[src/rtl/dram_rfsh_pkg.sv]
package dram_rfsh_pkg;

  typedef enum logic [2:0] {
    SQ_PWR,    // power-up pause
    SQ_IDLE,   // bus released, waiting for work and grant
    SQ_CSU,    // column strobes low, row strobe high
    SQ_HOLD,   // both strobes low
    SQ_RLOW,   // row low, column high
    SQ_PRE,    // precharge, both high
    SQ_SELF,   // self-refresh, both low
    SQ_SEXIT   // self-refresh exit precharge
  } seq_state_e;

  function automatic int max_of(input int a, input int b);
    return (a > b) ? a : b;
  endfunction

endpackage

[src/rtl/seq_timer.sv]
module seq_timer #(
  parameter int W       = 8,
  parameter int RST_VAL = 0
) (
  input  logic         clk,
  input  logic         rst_n,
  input  logic         load,
  input  logic [W-1:0] load_val,
  output logic         expired
);
  logic [W-1:0] tmr_q;

  always_ff @(posedge clk) begin
    if (!rst_n)            tmr_q <= W'(RST_VAL);
    else if (load)         tmr_q <= load_val;
    else if (tmr_q != '0)  tmr_q <= tmr_q - 1'b1;
  end

  assign expired = (tmr_q == '0);
endmodule

[src/rtl/rfsh_pacer.sv]
module rfsh_pacer #(
  parameter int RFSH_INT = 1560,
  parameter int OWED_W   = 3
) (
  input  logic              clk,
  input  logic              rst_n,
  input  logic              run,
  input  logic              done,
  input  logic              load_one,
  output logic [OWED_W-1:0] owed
);
  localparam int CW = (RFSH_INT > 2) ? $clog2(RFSH_INT) : 1;
  localparam logic [OWED_W-1:0] OWED_MAX = '1;

  logic [CW-1:0]     cnt_q;
  logic [OWED_W-1:0] owed_q;
  logic              tick;

  assign tick = run && (cnt_q == CW'(RFSH_INT - 1));

  always_ff @(posedge clk) begin
    if (!rst_n) begin
      cnt_q  <= '0;
      owed_q <= '0;
    end else if (load_one) begin
      cnt_q  <= '0;
      owed_q <= OWED_W'(1);
    end else begin
      if (run) cnt_q <= tick ? '0 : cnt_q + 1'b1;
      case ({tick, done})
        2'b10:   if (owed_q != OWED_MAX) owed_q <= owed_q + 1'b1;
        2'b01:   if (owed_q != '0)       owed_q <= owed_q - 1'b1;
        default: owed_q <= owed_q;
      endcase
    end
  end

  assign owed = owed_q;

  // the owed count steps by at most one per clock
  a_r6_owed_step: assert property (@(posedge clk) disable iff (!rst_n)
    !load_one |=> ((int'(owed_q) - int'($past(owed_q)) <= 1) &&
                   (int'($past(owed_q)) - int'(owed_q) <= 1)));

  // a saturated count does not wrap
  a_r6_saturate: assert property (@(posedge clk) disable iff (!rst_n)
    (owed_q == OWED_MAX && !done && !load_one) |=> owed_q == OWED_MAX);
endmodule

[src/rtl/idle_watch.sv]
module idle_watch #(
  parameter int LIMIT = 800000
) (
  input  logic clk,
  input  logic rst_n,
  input  logic activity,
  output logic stale
);
  localparam int CW = $clog2(LIMIT + 1);

  logic [CW-1:0] cnt_q;

  always_ff @(posedge clk) begin
    if (!rst_n)                    cnt_q <= '0;
    else if (activity)             cnt_q <= '0;
    else if (cnt_q != CW'(LIMIT))  cnt_q <= cnt_q + 1'b1;
  end

  assign stale = (cnt_q == CW'(LIMIT));

  // activity always clears the staleness flag
  a_r10_activity_clears: assert property (@(posedge clk) disable iff (!rst_n)
    activity |=> !stale);
endmodule

[src/rtl/dram_rfsh_seq.sv]
module dram_rfsh_seq
  import dram_rfsh_pkg::*;
#(
  parameter int PWRUP_CYC  = 20000,
  parameter int INIT_CNT   = 8,
  parameter int RFSH_INT   = 1560,
  parameter int CSR_CYC    = 1,
  parameter int CHR_CYC    = 1,
  parameter int RAS_CYC    = 5,
  parameter int RP_CYC     = 3,
  parameter int SR_MIN_CYC = 10000,
  parameter int SRX_CYC    = 11,
  parameter int IDLE_LIMIT = 800000,
  parameter int OWED_W     = 3
) (
  input  logic       clk,
  input  logic       rst_n,
  input  logic       sr_req,
  input  logic       bus_gnt,
  input  logic       ctl_row_act,
  output logic       bus_req,
  output logic       row_stb_n,
  output logic [1:0] col_stb_n,
  output logic       init_done,
  output logic       sr_active
);
  localparam int MAXD = max_of(max_of(max_of(PWRUP_CYC, SR_MIN_CYC), max_of(RAS_CYC, RP_CYC)),
                               max_of(CSR_CYC, SRX_CYC));
  localparam int TW = $clog2(MAXD + 1);
  localparam int IW = $clog2(INIT_CNT + 1);

  seq_state_e        state_q, state_d;
  logic [IW-1:0]     init_left_q;
  logic              init_done_q, for_sr_q;
  logic              tmr_zero, tload;
  logic [TW-1:0]     tval;
  logic [OWED_W-1:0] owed;
  logic              stale, done_rf, load_one, pacer_run, activity;
  logic              work_init, work_rf, want_sr, req_idle, more;

  seq_timer #(.W(TW), .RST_VAL(PWRUP_CYC - 1)) u_timer (
    .clk(clk), .rst_n(rst_n), .load(tload), .load_val(tval), .expired(tmr_zero));

  assign pacer_run = init_done_q && (state_q != SQ_SELF) && (state_q != SQ_SEXIT);

  rfsh_pacer #(.RFSH_INT(RFSH_INT), .OWED_W(OWED_W)) u_pacer (
    .clk(clk), .rst_n(rst_n), .run(pacer_run), .done(done_rf),
    .load_one(load_one), .owed(owed));

  assign activity = !row_stb_n || ctl_row_act;

  idle_watch #(.LIMIT(IDLE_LIMIT)) u_idle (
    .clk(clk), .rst_n(rst_n), .activity(activity), .stale(stale));

  assign work_init = (init_left_q != '0);
  assign work_rf   = (owed != '0);
  assign want_sr   = sr_req && init_done_q && !work_init && !work_rf && !stale;
  assign req_idle  = work_init || work_rf || want_sr;
  assign more      = work_init ? ((init_left_q > IW'(1)) || work_rf)
                               : (owed > OWED_W'(1));

  always_comb begin
    state_d  = state_q;
    done_rf  = 1'b0;
    load_one = 1'b0;
    case (state_q)
      SQ_PWR:   if (tmr_zero) state_d = SQ_IDLE;
      SQ_IDLE:  if (req_idle && bus_gnt) state_d = SQ_CSU;
      SQ_CSU:   if (tmr_zero) state_d = for_sr_q ? SQ_SELF : SQ_HOLD;
      SQ_HOLD:  if (tmr_zero) state_d = SQ_RLOW;
      SQ_RLOW:  if (tmr_zero) state_d = SQ_PRE;
      SQ_PRE: begin
        if (tmr_zero) begin
          done_rf = !work_init;
          state_d = more ? SQ_CSU : SQ_IDLE;
        end
      end
      SQ_SELF:  if (tmr_zero && !sr_req) state_d = SQ_SEXIT;
      SQ_SEXIT: begin
        if (tmr_zero) begin
          load_one = 1'b1;
          state_d  = SQ_CSU;
        end
      end
      default:  state_d = SQ_IDLE;
    endcase
  end

  always_comb begin
    tload = (state_d != state_q);
    case (state_d)
      SQ_CSU:   tval = TW'(CSR_CYC - 1);
      SQ_HOLD:  tval = TW'(CHR_CYC - 1);
      SQ_RLOW:  tval = TW'(RAS_CYC - CHR_CYC - 1);
      SQ_PRE:   tval = TW'(RP_CYC - 1);
      SQ_SELF:  tval = TW'(SR_MIN_CYC - 1);
      SQ_SEXIT: tval = TW'(SRX_CYC - 1);
      default:  tval = '0;
    endcase
  end

  always_ff @(posedge clk) begin
    if (!rst_n) begin
      state_q     <= SQ_PWR;
      init_left_q <= IW'(INIT_CNT);
      init_done_q <= 1'b0;
      for_sr_q    <= 1'b0;
    end else begin
      state_q <= state_d;
      if (state_q == SQ_IDLE && state_d == SQ_CSU) for_sr_q <= want_sr;
      if (state_q == SQ_SELF) for_sr_q <= 1'b0;
      if (state_q == SQ_PRE && tmr_zero && work_init) begin
        init_left_q <= init_left_q - 1'b1;
        if (init_left_q == IW'(1)) init_done_q <= 1'b1;
      end
      if (state_q == SQ_IDLE && state_d == SQ_IDLE && init_done_q && stale) begin
        init_done_q <= 1'b0;
        init_left_q <= IW'(INIT_CNT);
      end
    end
  end

  assign row_stb_n = !(state_q == SQ_HOLD || state_q == SQ_RLOW || state_q == SQ_SELF);
  assign col_stb_n = (state_q == SQ_CSU || state_q == SQ_HOLD || state_q == SQ_SELF)
                     ? 2'b00 : 2'b11;
  assign bus_req   = (state_q == SQ_IDLE) ? req_idle : (state_q != SQ_PWR);
  assign init_done = init_done_q;
  assign sr_active = (state_q == SQ_SELF);

  // column strobes are already low when the row strobe falls
  a_r3_col_leads_row: assert property (@(posedge clk) disable iff (!rst_n)
    $fell(row_stb_n) |-> $past(col_stb_n) == 2'b00);

  // outside self-refresh the column strobes rise before the row strobe
  a_r3_col_rises_first: assert property (@(posedge clk) disable iff (!rst_n)
    ($rose(row_stb_n) && !$past(sr_active)) |-> $past(col_stb_n) == 2'b11);

  // strobes move only while the bus is requested
  a_r5_strobes_owned: assert property (@(posedge clk) disable iff (!rst_n)
    (!row_stb_n || col_stb_n != 2'b11) |-> bus_req);

  // self-refresh keeps both strobes low
  a_r7_self_holds_low: assert property (@(posedge clk) disable iff (!rst_n)
    sr_active |-> (!row_stb_n && col_stb_n == 2'b00));

  // self-refresh ends with both strobes high
  a_r8_exit_precharge: assert property (@(posedge clk) disable iff (!rst_n)
    $fell(sr_active) |-> (row_stb_n && col_stb_n == 2'b11));
endmodule

[config.mk]
export PLATFORM = sky130hd
export DESIGN_NAME = dram_rfsh_seq
export DESIGN_NICKNAME = d
export VERILOG_FILES = /design/src/rtl/dram_rfsh_pkg.sv /design/src/rtl/seq_timer.sv /design/src/rtl/rfsh_pacer.sv /design/src/rtl/idle_watch.sv /design/src/rtl/dram_rfsh_seq.sv
export SDC_FILE = /design/constraint.sdc
export NUM_CORES = 1
export LEC_CHECK = 0
export BUFFER_PORTS_ARGS = -buffer_cell sky130_fd_sc_hd__buf_2
export CAP_MARGIN = 15
export CORE_MARGIN = 5
export CORE_UTILIZATION = 62
export CTS_CLUSTER_SIZE = 25
export DETAILED_ROUTE_END_ITERATION = 7
export PLACE_DENSITY = 0.8
export SYNTH_ARGS = -nofsm -noshare
export SYNTH_HDL_FRONTEND = slang
export SYNTH_SLANG_ARGS = --single-unit
[constraint.sdc]
create_clock -name clk -period 2.85 [get_ports clk]
set_input_delay 0.285 -clock clk [delete_from_list [all_inputs] [get_ports clk]]
set_output_delay 0.285 -clock clk [all_outputs]
set_load 0.01 [all_outputs]
Word level (Yosys, flattened, before mapping)
Cells that the tools add are included.
{"block": "totals", "reg_bits": 58, "mem_bits_rw": 0, "word_cells": 115, "latch_bits": 0, "n_memories": 0, "mem_bits_ro": 0}
{"block": "classes", "n_reduce_logical": 44, "addsub": 6, "eq_ne": 27, "mul": 0, "mux": 26, "n_lt_le_gt_ge": 2, "n_bitwise": 1, "div_mod_pow": 0, "shift": 0}
{"operator": "$pmux W14 S4", "n": 1}
{"operator": "$mux W3", "n": 11}
{"operator": "$mux W15", "n": 2}
{"operator": "$eq A3 B3 Y1 const B", "n": 8}
{"operator": "$pmux W3 S8", "n": 1}
{"operator": "$add A20 B1 Y20 const B", "n": 1}
{"operator": "$eq A20 B20 Y1 const B", "n": 1}
{"operator": "$ne A20 B20 Y1 const B", "n": 1}
{"operator": "$logic_and A1 B1 Y1", "n": 15}
{"operator": "$logic_not A15 Y1", "n": 1}
{"operator": "$reduce_bool A15 Y1", "n": 1}
{"operator": "$sub A15 B1 Y15 const B", "n": 1}
{"operator": "$ne A3 B3 Y1 const B", "n": 4}
{"operator": "$add A11 B1 Y11 const B", "n": 1}
{"operator": "$eq A11 B11 Y1 const B", "n": 1}
{"operator": "$mux W11", "n": 1}
{"operator": "$eq A3 B2 Y1 const B", "n": 3}
{"operator": "$reduce_bool A3 Y1", "n": 3}
{"operator": "$logic_or A1 B1 Y1", "n": 8}
{"operator": "$reduce_or A2 Y1", "n": 4}
{"operator": "$mux W1", "n": 7}
{"operator": "$eq A3 B1 Y1 const B", "n": 2}
{"operator": "$pmux W3 S2", "n": 1}
{"operator": "$reduce_and A3 Y1", "n": 2}
{"operator": "other kinds (19)", "n": 25}

Longest topological paths before layout
Gate-level depths: netlist of the first run.
{"block": "logic_depth", "depth_word": 14, "ltp_mapped": 9, "mapped_depth_nobuf": 8}

Modules after synthesis
A second synthesis of the first run with hierarchy kept.
{"block": "hier_totals", "hier_cells": 411, "hier_area_um2": 3423.3}
{"module": "idle_watch", "area_per_inst_um2": 1041.0, "seq_area_each_um2": 400.4, "n_inst": 1, "cells_per_inst": 119}
{"module": "seq_timer", "area_per_inst_um2": 882.1, "seq_area_each_um2": 300.3, "n_inst": 1, "cells_per_inst": 112}
{"module": "dram_rfsh_seq", "area_per_inst_um2": 789.5, "seq_area_each_um2": 180.2, "n_inst": 1, "cells_per_inst": 100}
{"module": "rfsh_pacer", "area_per_inst_um2": 710.7, "seq_area_each_um2": 280.3, "n_inst": 1, "cells_per_inst": 80}

Least setup slack after synthesis of the first run
Ideal clock, no wire load.
{"block": "synth_timing", "path_type": "register -> register", "start": "register u_timer.tmr_q[0]", "end": "register u_pacer.cnt_q[10]", "setup_slack_ps": 697, "t_arrival_ps": 2037, "stages_incl_launch_ff": 10, "required_ps": 2735, "path_buffers": 1, "setup_time_ps": 115, "period_less_slack_ps": 2153, "cell_sequence": "dfxtp_1 > inv_1 > ha_1 > or3b_1 > nor4_4 > nand3_1 > o21ai_2 > nand2b_1 > buf_2 > nor2_1"}
{"block": "synth_via", "elab_chain_cells": 4}
{"element": "start, declared", "line_no": "seq_timer.sv:11", "text": "logic [W-1:0] tmr_q;"}
{"element": "start signal, assigned", "line_no": "seq_timer.sv:14", "text": "if (!rst_n) tmr_q <= W'(RST_VAL);"}
{"element": "start signal, assigned", "line_no": "seq_timer.sv:15", "text": "else if (load) tmr_q <= load_val;"}
{"element": "start signal, assigned", "line_no": "seq_timer.sv:16", "text": "else if (tmr_q != '0) tmr_q <= tmr_q - 1'b1;"}
{"element": "$logic_not A15 Y1", "line_no": "seq_timer.sv:19", "text": "assign expired = (tmr_q == '0);"}
{"element": "$mux W1", "line_no": "dram_rfsh_seq.sv:80", "text": "if (tmr_zero) begin"}
{"element": "$mux W1", "line_no": "dram_rfsh_seq.sv:66", "text": "case (state_q)"}
{"element": "$reduce_or A2 Y1 (no line)"}
{"element": "end signal, assigned", "line_no": "rfsh_pacer.sv:29", "text": "if (run) cnt_q <= tick ? '0 : cnt_q + 1'b1;"}
{"element": "end, declared", "line_no": "rfsh_pacer.sv:15", "text": "logic [CW-1:0] cnt_q;"}
Every way passes these cells.
A chain may end at the register's enable or synchronous reset.

Final worst setup path of the first run
{"block": "layout_timing", "start": "register u_idle.cnt_q[0]", "end": "output port bus_req"}
{"block": "layout_via", "elab_chain_cells": 5}
{"element": "start, declared", "line_no": "idle_watch.sv:11", "text": "logic [CW-1:0] cnt_q;"}
{"element": "start signal, assigned", "line_no": "idle_watch.sv:16", "text": "else if (cnt_q != CW'(LIMIT)) cnt_q <= cnt_q + 1'b1;"}
{"element": "$eq A20 B20 Y1", "line_no": "idle_watch.sv:19", "text": "assign stale = (cnt_q == CW'(LIMIT));"}
{"element": "$logic_not A1 Y1", "line_no": "dram_rfsh_seq.sv:57", "text": "assign want_sr = sr_req && init_done_q && !work_init && !work_rf && !stale;"}
{"element": "$logic_and A1 B1 Y1", "line_no": "dram_rfsh_seq.sv:57"}
{"element": "$logic_or A1 B1 Y1", "line_no": "dram_rfsh_seq.sv:58", "text": "assign req_idle = work_init || work_rf || want_sr;"}
{"element": "$mux W1", "line_no": "dram_rfsh_seq.sv:126", "text": "assign bus_req = (state_q == SQ_IDLE) ? req_idle : (state_q != SQ_PWR);"}
{"element": "end, declared", "line_no": "dram_rfsh_seq.sv:21", "text": "output logic bus_req,"}
Every way passes these cells.

==> results of run 1 <==
-- layout make-up --
cell class / count / area [um2]
repair buffers: 15 / 87.58
well taps: 70 / 87.58
clock buffers: 11 / 151.4
multi-input cells: 285 / 1884
flip-flops and latches: 58 / 1161
clock inverters: 5 / 52.55
fillers: 426 / 1525
inverters: 16 / 60.06
-- metal layers --
metal / wire length [um] / vias to the layer above / GRT usage [%]
met5: 0 / - / 0
met4: 108 / 0 / 10.81
met3: 262 / 12 / 4.989
met2: 3049 / 63 / 34.28
met1: 2875 / 1190 / 27.76
li1: - / 1309 / -
-- worst paths after layout --
check / slack, ns / depth (start not counted) / from / endpoint
worst min-delay path: 0.25 / 3 / ctl_row_act / u_idle.cnt_q[0]
worst max-delay path: 0.18 / 9 / u_idle.cnt_q[0] / bus_req
worst max register to register: 0.33 / 8 / u_timer.tmr_q[0] / u_pacer.cnt_q[5]
worst min register to register: 0.49 / 2 / u_pacer.cnt_q[1] / u_pacer.cnt_q[1]
-- power by group through the flow --
stage | logic [mW] | clock network [mW] | registers, mW
after floorplan | 0.0304 | 0 | 0.839
after global placement | 0.0426 | 0 | 0.840
after detailed placement | 0.0421 | 0 | 0.840
after CTS | 0.0422 | 0.786 | 0.822
after global routing | 0.0480 | 0.823 | 0.822
final | 0.0422 | 0.768 | 0.822
-- registers in the layout, summed over array words and instances, names as in the netlist --
signal / flops
u_idle.cnt_q: 20
u_timer.tmr_q: 15
u_pacer.cnt_q: 11
init_left_q: 4
state_q: 3
u_pacer.owed: 3
for_sr_q: 1
init_done: 1
-- synth_stat cells, types with 6 or more instances --
cell / n
nand4_1: 7
xnor2_1: 25
nand3_1: 13
nor3_1: 9
ha_1: 12
xor2_1: 19
o21ai_0: 10
dfxtp_1: 58
nor2_1: 64
inv_1: 16
a21oi_1: 7
o21a_1: 6
and3_1: 7
nand2_1: 33
-- kinds of logic (layout without fill, tap and decap cells) --
| group | count (synthesis) | in the layout | synth area share [%] |
|---|---|---|---|
| compound gates | 50 | 50 | 11.60 |
| xor+xnor | 44 | 44 | 12.23 |
| fa+ha+maj | 12 | 12 | 4.766 |
| buf+inv | 25 | 47 | 3.336 |
| flops | 58 | 58 | 36.85 |
| mux | 2 | 2 | 0.7148 |
| simple gates | 177 | 177 | 30.50 |
-- worst max-delay path: cells and delay by family, from the launching register on --
family / cells / cell delay, ns
adder cells (fa/ha/maj): 1 / 0.14
buffers and inverters: 2 / 0.23
AO/OA/AOI/OAI: 1 / 0.39
AND/OR/NAND/NOR: 5 / 0.95
flip-flops: 1 / 0.35
==> results.md, run 1 <==
* Status: finished clean
* Routability Congestion at between 0.8 and 0.9
* Final Hold Viols at 0
* # nets final at roughly 400
* Max incr delay on CP at roughly 0.47 ns
* Comb pwr share at 2.6%
* Die ar. at between 0.006 and 0.007 mm2
* Total Power at roughly 1.6 mW
* Crit-path max FO at 8
* Clock buffer depth at 2
* CTS buffer count at 9
* Post CTS Setup Buffer Count at 0
* Commonest non-fill, non-tap cell in the layout: nor2_1
* FF+latch count, synth at 58
* Area grow syn2layout at 10.60%
* Fmax at between 0.3 and 0.4 GHz
* Routed WL per cell at around 14 um
* Clk slew on worst S/H paths at approximately 0.06 ns
* Top FF cell, synth: dfxtp_1
* Initial core utilization at a little over three fifths
* Post-layout worst setup margin at roughly 0.18 ns
* Slew @ Worst Pin at 0.9882 ns
* Routed Antenna Nets at 0
* CP Class: flop to output port
* Worst-skew pair later-pin latency at 0.33 ns
* Synth unique cells at just over 60
* Largest net degree at the start of global routing at 19
* First-pass GRT wire length at ~11 mm
* Gr ovfl total at 0
* Count of final max-slew check failures at 0
* Tot GR Track Use at 21.74%
* Vias/cell at roughly 5.6
* Ant. Diodes at 0
* Cts hold-fix bufs at 0
* Buffers on Ports at 10
* Worst endpoint required time at 2.57 ns
* CP max-delay cell: or4b_4
* Yosys top cell area share at between 30% and 40%
* Initial antenna violation count at 0
* Sequential area share after synthesis at a little under two fifths
* Worst EP arrival at around 2.4 ns
* Starting DRT DRC Count at around 160
* CP cell instances: inv_1, ha_1, or4b_4, nor3_4, nand2_4, a311o_1, nand2_1, nand3_1, buf_2
* Post-synth EDFFs at 0
* Synthesized Nets at between 300 and 400
* Cell taking the most area after synthesis: dfxtp_1
* Placed insts at 444
* Skew final at around 0.0074 ns
* Net Sw Frac at 21.61%
* WHS at 0.2547 ns
* Hold WC Path Type: primary input to flop
* Post-route clock period utilization at a little over nine tenths
* YS warnings at 0
* CTS root buf: clkbuf_8
* CTS Sinks at 58
* Slew margin rel. at between 30% and 40%
* Startpoint types: flop
* Asr flop ratio synth at 0%
* Total negative slack at 0 ns
* Most frequent cells in the layout: 64 x nor2_1, 58 x dfxtp_1, 33 x nand2_1
* Layout cells sized above 1 at between 10% and 20%
* Pwr dens at approximately 470 mW/mm2
* I/O pin count at 11
* Final Non-Filler Cells at 460
* TritonRoute pass-1 iters at 4
* Die H at 81.29 um
* Rows at 26
* Mean Syn Cell Area at 8.561 um2
* Fin area at around 0.0035 mm2
* LEAKAGE at 1.298 nW
* Die extent in x at approximately 80 um
* Core ar. at 0.005010 mm2
* Post-detailed-route DRC marker count at 0
* MaxCap Viol Count at 0
* Worst VDD drop at around 0.00042 V
* Dpl ws at 0.3245 ns
* # H-tree levels at 3
* Hpwl dp at roughly 4.6 mm
* Post-Route WL at about 6.3 mm
* Part of the power in the clock network at 47.1%
* Area after DPL at around 0.0033 mm2
* Post-cts sizing count at 0
* Worst Setup End Kind: output port
* Area contributors post-synth: dfxtp_1 37%, nor2_1 7.6%, xnor2_1 6.9%
* RSZ-0062 raised after global routing: false
* Via count at 2574
* Final setup fails at 0
* Psw at roughly 0.35 mW
* Synthesized area at 0.003151 mm2
* Post-Synthesis Cells at about 370
* Vias in the first global route at around 2500
* Pint at ~1.3 mW
* Final critical-path required period at about 2.7 ns
* Final core utilization at between 60 and 70%
* Reg power frac at between 50% and 60%
* CTS tree: yes
(Power assumes the default switching activity.)
==> inputs of run 2 (changes only) <==
--- a/config.mk
+++ b/config.mk
@@ -5,6 +5,7 @@
 export SDC_FILE = /design/constraint.sdc
 export NUM_CORES = 1
 export LEC_CHECK = 0
+export ABC_AREA = 1
 export BUFFER_PORTS_ARGS = -buffer_cell sky130_fd_sc_hd__buf_2
 export CAP_MARGIN = 15
 export CORE_MARGIN = 5
==> run 2 against run 1 <==
Compared with the run above: final cell count is 30% higher; maximum frequency is 1.2% higher; flip-flop and latch count stayed put; sequential share of layout area is 2.2 points lower; synthesized cell count is 37% higher; worst hold slack better by 0.061 ns; routed wire length is 21% higher; clock skew is 0.0040 ns higher; clock-buffer cell count is 1 higher; die area is 7.6% higher; first-iteration DRC count is 41% higher; non-clock buffer count is 3 lower; largest power group unchanged.
==> results.md, run 2 <==
* Hpwl dp at 5.718 mm (+24%)
* # nets final at 536 (+33%)
* Area of the multi-input gates at 0.001931 mm2 (+2.5%)
* CTS root buf: clkbuf_8
* Largest register FFs at 20 (unchanged)
* Worst Setup End Kind: flop
* # H-tree levels at 3 (unchanged)
* Placed insts at 580 (+31%)
* Net Sw Frac at 22.17% (+0.55 points)
* Startpoint types: flop
* FF+latch area at 0.001161 mm2 (unchanged)
* Asr flop ratio synth at 0% (unchanged)
* Clock buffer depth at 2 (unchanged)
* Count of final max-slew check failures at 0 (unchanged)
* LEAKAGE at 1.557 nW (+20%)
* Layout fillers at 460 (+8.0%)
* Gr ovfl total at 0 (unchanged)
* Part of the power in the clock network at 47.1% (about the same)
* Post-layout worst setup margin at 0.2125 ns (+0.03103 ns)
* Post-route clock period utilization at 92.54% (-1.1 points)
* Psw at 0.3661 mW (+3.8%)
* Comb pwr share at 3.2% (+0.6 points)
* Synthesized Nets at 522 (+36%)
* Starting DRT DRC Count at 223 (+41%)
* Dpl ws at 0.2568 ns (-0.06772 ns)
* TritonRoute pass-1 iters at 7 (+3)
* Initial antenna violation count at 0 (unchanged)
* Worst EP arrival at 2.86 ns (+0.48 ns)
* Vias/cell at 5.482 (-2.0%)
* Most frequent cells in the layout: 113 x nand2_1, 70 x inv_1, 58 x dfxtp_1
* CTS tree: yes
* Initial core utilization at 62.94% (about the same)
* WHS at 0.3153 ns (+0.06058 ns)
* RR Endpoint: init_left_q[3]
* Worst-skew pair later-pin latency at 0.34 ns (about the same)
* Commonest cells post-synth: 113 x nand2_1, 70 x inv_1, 58 x dfxtp_1
* Routed WL per cell at 12.83 um (-6.2%)
* Post-synth EDFFs at 0 (unchanged)
* CTS Sinks at 58 (unchanged)
* Die H at 84.31 um (+3.7%)
* Reg power frac at 49.7% (-0.6 points)
* I/O pin count at 11 (unchanged)
* Via count at 3267 (+27%)
* Commonest non-fill, non-tap cell in the layout: nand2_1
* CP Class: flop to flop
* Fmax at 0.3791 GHz (+1.2%)
* Clk slew on worst S/H paths at 0.06 ns (about the same)
* Vias in the first global route at 3041 (+19%)
* WHS Endpoint: u_idle.cnt_q[11]
* Final critical-path required period at 2.638 ns (-0.03103 ns)
* FF+latch count, synth at 58 (unchanged)
* Slew margin rel. at 57.38% (+24 points)
* Post-Synthesis Cells at 505 (+37%)
* Final Hold Viols at 0 (unchanged)
* Synth unique cells at 41 (-33%)
* Pwr dens at 442.7 mW/mm2 (-5.5%)
* CP cell instances: inv_1, ha_1, nand2_2, nor2_4, nand2_4, nor2_4, inv_1, nor3_1, nand4_1, xnor2_1, or2_2
* Largest Register: u_idle.cnt_q
* Post-Route WL at 7.647 mm (+21%)
* CTS buffer count at 9 (unchanged)
* YS warnings at 0 (unchanged)
* HP Start: ctl_row_act
* Max incr delay on CP at 0.51 ns (+0.04 ns)
* RSZ-0062 raised after global routing: false
* Routability Congestion at 0.8942 (+7.1%)
* Cts hold-fix bufs at 0 (unchanged)
* Routed Antenna Nets at 0 (unchanged)
* Post-detailed-route DRC marker count at 0 (unchanged)
* Register-to-Register Path Depth at 11 (+3)
* Final setup fails at 0 (unchanged)
* Skew final at 0.01134 ns (+0.003969 ns)
* Pint at 1.286 mW (+0.49%)
* Worst r2r src: u_timer.tmr_q[0]
* Largest net degree at the start of global routing at 15 (-4)
* Registers with the most flip-flops: u_idle.cnt_q: 20 flops, u_timer.tmr_q: 15 flops, u_pacer.cnt_q: 11 flops
* First-pass GRT wire length at 13.05 mm (+16%)
* Layout cells sized above 1 at 10.31% (-2.0 points)
* Worst endpoint required time at 3.07 ns (+0.50 ns)
* Synthesized area at 0.003423 mm2 (+8.7%)
* Area grow syn2layout at 8.991%
* Sequential area share after synthesis at 33.92% (-2.9 points)
* Cell taking the most area after synthesis: dfxtp_1
* Hold path depth at 4 (+1)
* Core ar. at 0.005439 mm2 (+8.6%)
* Buffers on Ports at 10 (unchanged)
* Yosys top cell area share at 33.92% (-2.9 points)
* Crit-path max FO at 12 (+4)
* Worst VDD drop at 0.0003766 V (-9.2%)
* Die ar. at 0.007107 mm2 (+7.6%)
* Status: finished clean
* Final Non-Filler Cells at 596 (+30%)
* CP max-delay cell: nor3_1
* Hold WC Path Type: primary input to flop
* Flop-to-flop setup slack at 0.21 ns (-0.12 ns)
* Mean Syn Cell Area at 6.779 um2 (-21%)
* Tot GR Track Use at 22.61% (+0.87 points)
* Ant. Diodes at 0 (unchanged)
* Total negative slack at 0 ns (unchanged)
* Count leader, synth: nand2_1
* MaxCap Viol Count at 0 (unchanged)
* Rows at 27 (+3.8%)
* Die extent in x at 84.31 um (+3.7%)
* Top FF cell, synth: dfxtp_1
* Slew @ Worst Pin at 0.6344 ns (-0.3537 ns)
* Area contributors post-synth: dfxtp_1 34%, nand2_1 12%, inv_1 7.7%
run 2: changes by cell type after synthesis, moves of 12 or more:
cell and change:
a21oi_1 +14, xor2_1 -12, nand2_1 +80, xnor2_1 -14
nor3_1 +18, nand3_1 +26, inv_1 +54
run 2: cells by family (layout without fill, tap and decap cells):
kind of cell               Yosys count  in the layout  synth area share, %
buffers and inverters               83            102                9.905
and+or+nand+nor                    284            284                38.89
DFF                                 58             58                33.92
xor gates and xnor gates            18             18                4.605
adders and majority gates           12             12                4.386
AOI/OAI and AO/OA                   50             50                8.297
run 2: timing repair:
item	CTS	global route
setup buffers	0	0
gates resized for setup	0	1
endpoints found under the setup margin	0	1
run 2: power groups by stage:
stage | Combinational (mW) | Clock (mW) | Sequential, mW
2_1_floorplan | 0.0352 | 0 | 0.838
3_3_place_gp | 0.0502 | 0 | 0.838
3_5_place_dp | 0.0521 | 0 | 0.839
4_1_cts | 0.0529 | 0.795 | 0.820
5_1_grt | 0.0597 | 0.840 | 0.820
6_report | 0.0528 | 0.778 | 0.821
run 2: how the worst max path moves through the flow:
stage,slack [ns],to,startpoint
after floorplan,0.74,init_left_q[3],u_timer.tmr_q[0]
after global placement,0.35,init_left_q[3],u_timer.tmr_q[0]
after detailed placement,0.26,u_timer.tmr_q[0],u_timer.tmr_q[0]
after CTS,0.24,u_timer.tmr_q[0],u_timer.tmr_q[0]
after global routing,0.08,init_left_q[3],u_timer.tmr_q[0]
final,0.21,init_left_q[3],u_timer.tmr_q[0]
run 2: metrics by stage:
stage	area, um2	utilization, %	power [mW]
5_1_grt	3731	68.60	1.720
2_1_floorplan	3423	-	0.8727
4_1_cts	3724	68.46	1.669
6_report	3731	68.60	1.652
3_5_place_dp	3518	64.69	0.8909
3_3_place_gp	3518	64.69	0.8884
run 2: final cells by class:
class	count	area share, %
Multi-Input combinational cell	364	51.74
Clock buffer	12	4.158
Clock inverter	4	1.341
Sequential cell	58	31.12
Inverter	74	7.478
Timing Repair Buffer	12	1.744
Tap cell	72	2.414
run 2: worst max-delay path: cells and delay by family (launching register included):
family / cells / cell delay (ns)
AND/OR/NAND/NOR: 7 / 1.61
XOR/XNOR: 1 / 0.18
adder cells (fa/ha/maj): 1 / 0.20
buffers and inverters: 2 / 0.21
flip-flops: 1 / 0.32
run 2: routing by layer:
layer / wire length, um / GRT usage (%) / share of wire (%)
met1: 3519 / 28.55 / 46
met2: 3472 / 36.15 / 45
met3: 532 / 4.416 / 7.0
met4: 122 / 12.43 / 1.6
met5: 0 / 0 / 0
==> inputs of run 3 (changes only) <==
--- a/config.mk
+++ b/config.mk
@@ -8,11 +8,11 @@
 export ABC_AREA = 1
 export BUFFER_PORTS_ARGS = -buffer_cell sky130_fd_sc_hd__buf_2
 export CAP_MARGIN = 15
-export CORE_MARGIN = 5
 export CORE_UTILIZATION = 62
 export CTS_CLUSTER_SIZE = 25
 export DETAILED_ROUTE_END_ITERATION = 7
-export PLACE_DENSITY = 0.8
+export PLACE_DENSITY = 0.79
 export SYNTH_ARGS = -nofsm -noshare
 export SYNTH_HDL_FRONTEND = slang
+export SYNTH_HIERARCHICAL = 1
 export SYNTH_SLANG_ARGS = --single-unit
==> run 3 against run 2 <==
Compared with the run above: highest routed layer unchanged; worst setup slack worse by 0.032 ns; non-clock buffer count rose by 6; clock power decreased by 13%; clock-buffer cell count is the same; critical endpoint is now u_timer/tmr_q[5]; largest power group unchanged; largest cell class unchanged; synthesized cell count grew 10%; register-to-register slack lost 0.03 ns.
==> results.md, run 3 <==
* Worst VDD drop at 0.0003049 V (-19%)
* Hpwl dp at 5.662 mm (-0.98%)
* Final Non-Filler Cells at 659 (+11%)
* CTS tree: yes
* Total Power at 1.554 mW (-5.9%)
* Commonest cells post-synth: 129 x nand2_1, 80 x nor2_1, 78 x inv_1
* Comb pwr share at 3.7% (+0.5 points)
* Sequential area share after synthesis at 31.91% (-2.0 points)
* Final setup fails at 0 (unchanged)
* Area of the multi-input gates at 0.002158 mm2 (+12%)
* Placed insts at 641 (+11%)
* First-pass GRT wire length at 13.37 mm (+2.5%)
* FF+latch area at 0.001162 mm2 (+0.11%)
* Max incr delay on CP at 0.30 ns (-0.21 ns)
* Routability Congestion at 0.9400 (+5.1%)
* Worst Setup End Kind: flop
* WHS at 0.2676 ns (-0.04769 ns)
* Pint at 1.190 mW (-7.4%)
* Registers with the most flip-flops: u_idle/cnt_q: 20 flops, u_timer/tmr_q: 15 flops, u_pacer/cnt_q: 11 flops
* Via count at 3507 (+7.3%)
* Area grow syn2layout at 10.97%
* Mean Syn Cell Area at 6.544 um2 (-3.5%)
* Ant. Diodes at 0 (unchanged)
* Part of the power in the clock network at 43.4% (-3.7 points)
* CTS Sinks at 58 (unchanged)
* Worst path top cell family by delay: simple AND/OR/NAND/NOR gates
* M1 WL at 3.600 mm (+2.3%)
* Gr ovfl total at 0 (unchanged)
* Synthesized area at 0.003638 mm2 (+6.3%)
* Skew final at 0.006228 ns (-0.005111 ns)
* Hold WC Path Type: primary input to flop
* Fmax at 0.3745 GHz (-1.2%)
* Clock buffer depth at 2 (unchanged)
* Vias in the first global route at 3184 (+4.7%)
* Hold path depth at 2 (-2)
* Starting DRT DRC Count at 162 (-27%)
* Worst EP arrival at 2.94 ns (+0.08 ns)
* Worst-skew pair later-pin latency at 0.34 ns (about the same)
* Post-synth EDFFs at 0 (unchanged)
* Largest net degree at the start of global routing at 15 (unchanged)
* Die H at 78.61 um (-6.8%)
* Net Sw Frac at 23.43% (+1.3 points)
* Crit-path max FO at 13 (+1)
* Register-to-Register Path Depth at 17 (+6)
* Worst Path Buf+Inv at 4 (+2)
* Reg power frac at 52.8% (+3.1 points)
* RR Endpoint: u_timer/tmr_q[5]
* Psw at 0.3640 mW (-0.57%)
* Final core utilization at 72.44% (+3.8 points)
* Die extent in x at 78.61 um (-6.8%)
* Post-Synthesis Cells at 556 (+10%)
* Vias/cell at 5.322 (-2.9%)
* Final critical-path required period at 2.670 ns (+0.03248 ns)
* YS warnings at 6 (+6)
* Final Hold Viols at 0 (unchanged)
* Layout fillers at 482 (+4.8%)
* Max layer used: met4
* Initial antenna violation count at 0 (unchanged)
* Pwr dens at 384.9 mW/mm2 (-13%)
* Routed Antenna Nets at 0 (unchanged)
* Routed met3 length at 343 um (-36%)
* Routed WL per cell at 11.91 um (-7.2%)
* Met2 wire length at 3.757 mm (+8.2%)
* Flop-to-flop setup slack at 0.18 ns (-0.03 ns)
* Cell taking the most area after synthesis: dfxtp_1
* Total negative slack at 0 ns (unchanged)
* Core ar. at 0.005574 mm2 (+2.5%)
* Cts hold-fix bufs at 0 (unchanged)
* Commonest non-fill, non-tap cell in the layout: nand2_1
* Count of final max-slew check failures at 0 (unchanged)
* Count leader, synth: nand2_1
* Startpoint types: flop
* Tot GR Track Use at 27.27% (+4.7 points)
* Asr flop ratio synth at 0% (unchanged)
* Most frequent cells in the layout: 127 x nand2_1, 79 x nor2_1, 76 x inv_1
* Yosys top cell area share at 31.91% (-2.0 points)
* CTS buffer count at 9 (unchanged)
* Post-detailed-route DRC marker count at 0 (unchanged)
* Layout cells sized above 1 at 14.82% (+4.5 points)
* CP cell instances: inv_1, ha_4, nand2_4, nor2_8, nand2_2, nor2_4, clkbuf_4, a21oi_1, inv_1, nand2_1, o21ai_1, nand3_2, buf_6, or2_2, nand2_1, o21ai_1, nor2_1
* Post-Route WL at 7.846 mm (+2.6%)
* Worst endpoint required time at 3.12 ns (+0.05 ns)
* Largest register FFs at 20 (unchanged)
* I/O pin count at 11 (unchanged)
* WHS Endpoint: u_timer/tmr_q[4]
* Area contributors post-synth: dfxtp_1 32%, nand2_1 13%, nor2_1 8.3%
* Die ar. at 0.006179 mm2 (-13%)
* TritonRoute pass-1 iters at 4 (-3)
* # nets final at 595 (+11%)
* CTS root buf: clkbuf_8
* Initial core utilization at 65.27% (+2.3 points)
* CP max-delay cell: dfxtp_1
* # H-tree levels at 3 (unchanged)
* MaxCap Viol Count at 0 (unchanged)
* Synth unique cells at 46 (+12%)
* Clk slew on worst S/H paths at 0.06 ns (about the same)
* Top FF cell, synth: dfxtp_1
* Rows at 27 (unchanged)
* Largest Register: u_idle/cnt_q
* HP Start: rst_n
* Status: finished clean
* Buffers on Ports at 10 (unchanged)
* Post-route clock period utilization at 93.68% (+1.1 points)
* FF+latch count, synth at 58 (unchanged)
* LEAKAGE at 1.714 nW (+10%)
* Worst r2r src: u_timer/tmr_q[1]
* CP Class: flop to flop
[run 3: changes by cell type after synthesis, moves of 6 or more]
cell and change:
nand2_1 +16, nor3_1 -21, inv_1 +8, nor2_1 +23
ha_1 -6, xnor2_1 -10, nor4_1 -7, a21oi_1 +21
inv_2 +6
[run 3: cell families (layout without fill, tap and decap cells)]
| family | after synthesis | count (layout) | share of synthesized area, % |
|---|---|---|---|
| XOR/XNOR | 8 | 8 | 1.926 |
| other | 1 | 7 | 0.1031 |
| AND/OR/NAND/NOR | 307 | 307 | 40.48 |
| flip-flops | 58 | 58 | 31.91 |
| buffers and inverters | 95 | 120 | 10.32 |
| AO/OA/AOI/OAI | 80 | 80 | 12.65 |
| adder cells (fa/ha/maj) | 7 | 7 | 2.613 |
[run 3: what timing repair did]
| action | CTS | global route |
|---|---|---|
| resized for setup | 0 | 14 |
| setup buffers | 0 | 3 |
| setup endpoints to repair | 0 | 16 |
[run 3: power groups by stage]
| stage | combinational, mW | sequential [mW] | clock [mW] |
|---|---|---|---|
| 3_5_place_dp | 0.0536 | 0.839 | 0 |
| 6_report | 0.0581 | 0.821 | 0.675 |
| 5_1_grt | 0.0658 | 0.821 | 0.725 |
| 4_1_cts | 0.0542 | 0.820 | 0.693 |
| 3_3_place_gp | 0.0533 | 0.838 | 0 |
| 2_1_floorplan | 0.0378 | 0.838 | 0 |
[run 3: area by class of cell]
class	count	area share, %
multi-input cells	409	53.46
flip-flops and latches	58	28.79
inverters	87	8.088
clock buffers	12	3.843
repair buffers	18	3.223
well taps	72	2.231
clock inverters	3	0.3719
[run 3: through the flow]
step / cell area, um2 / setup slack, ns
after floorplan: 3661 / 0.3281
after detailed placement: 3790 / 0.03700
after global routing: 4038 / -0.02882
after CTS: 3960 / 0.02906
after global placement: 3790 / 0.1686
final: 4038 / 0.1800
[run 3: worst max path at each step]
stage | depth (start not counted) | endpoint | startpoint | slack (ns)
6_report | 17 | u_timer/tmr_q[5] | u_timer/tmr_q[1] | 0.18
5_1_grt | 17 | u_timer/tmr_q[5] | u_timer/tmr_q[1] | -0.03
4_1_cts | 19 | u_pacer/owed[2] | u_timer/tmr_q[0] | 0.03
3_5_place_dp | 18 | u_pacer/owed[2] | u_timer/tmr_q[0] | 0.04
3_3_place_gp | 18 | u_pacer/owed[2] | u_timer/tmr_q[0] | 0.17
2_1_floorplan | 19 | u_pacer/owed[2] | u_timer/tmr_q[0] | 0.33
[run 3: worst reg2reg max path: cells and delay by family (launching register included)]
kind            cells  cell delay (ns)
compound gates      3             0.37
simple gates        9             1.20
buf+inv             4             0.58
flops               1             0.30
fa+ha+maj           1             0.18
[run 3: routing by layer]
layer | vias to the layer above | track usage, %
li1 | 1824 | -
met1 | 1591 | 32.31
met2 | 77 | 47.57
met3 | 15 | 5.465
met4 | 0 | 11.30
met5 | - | 0
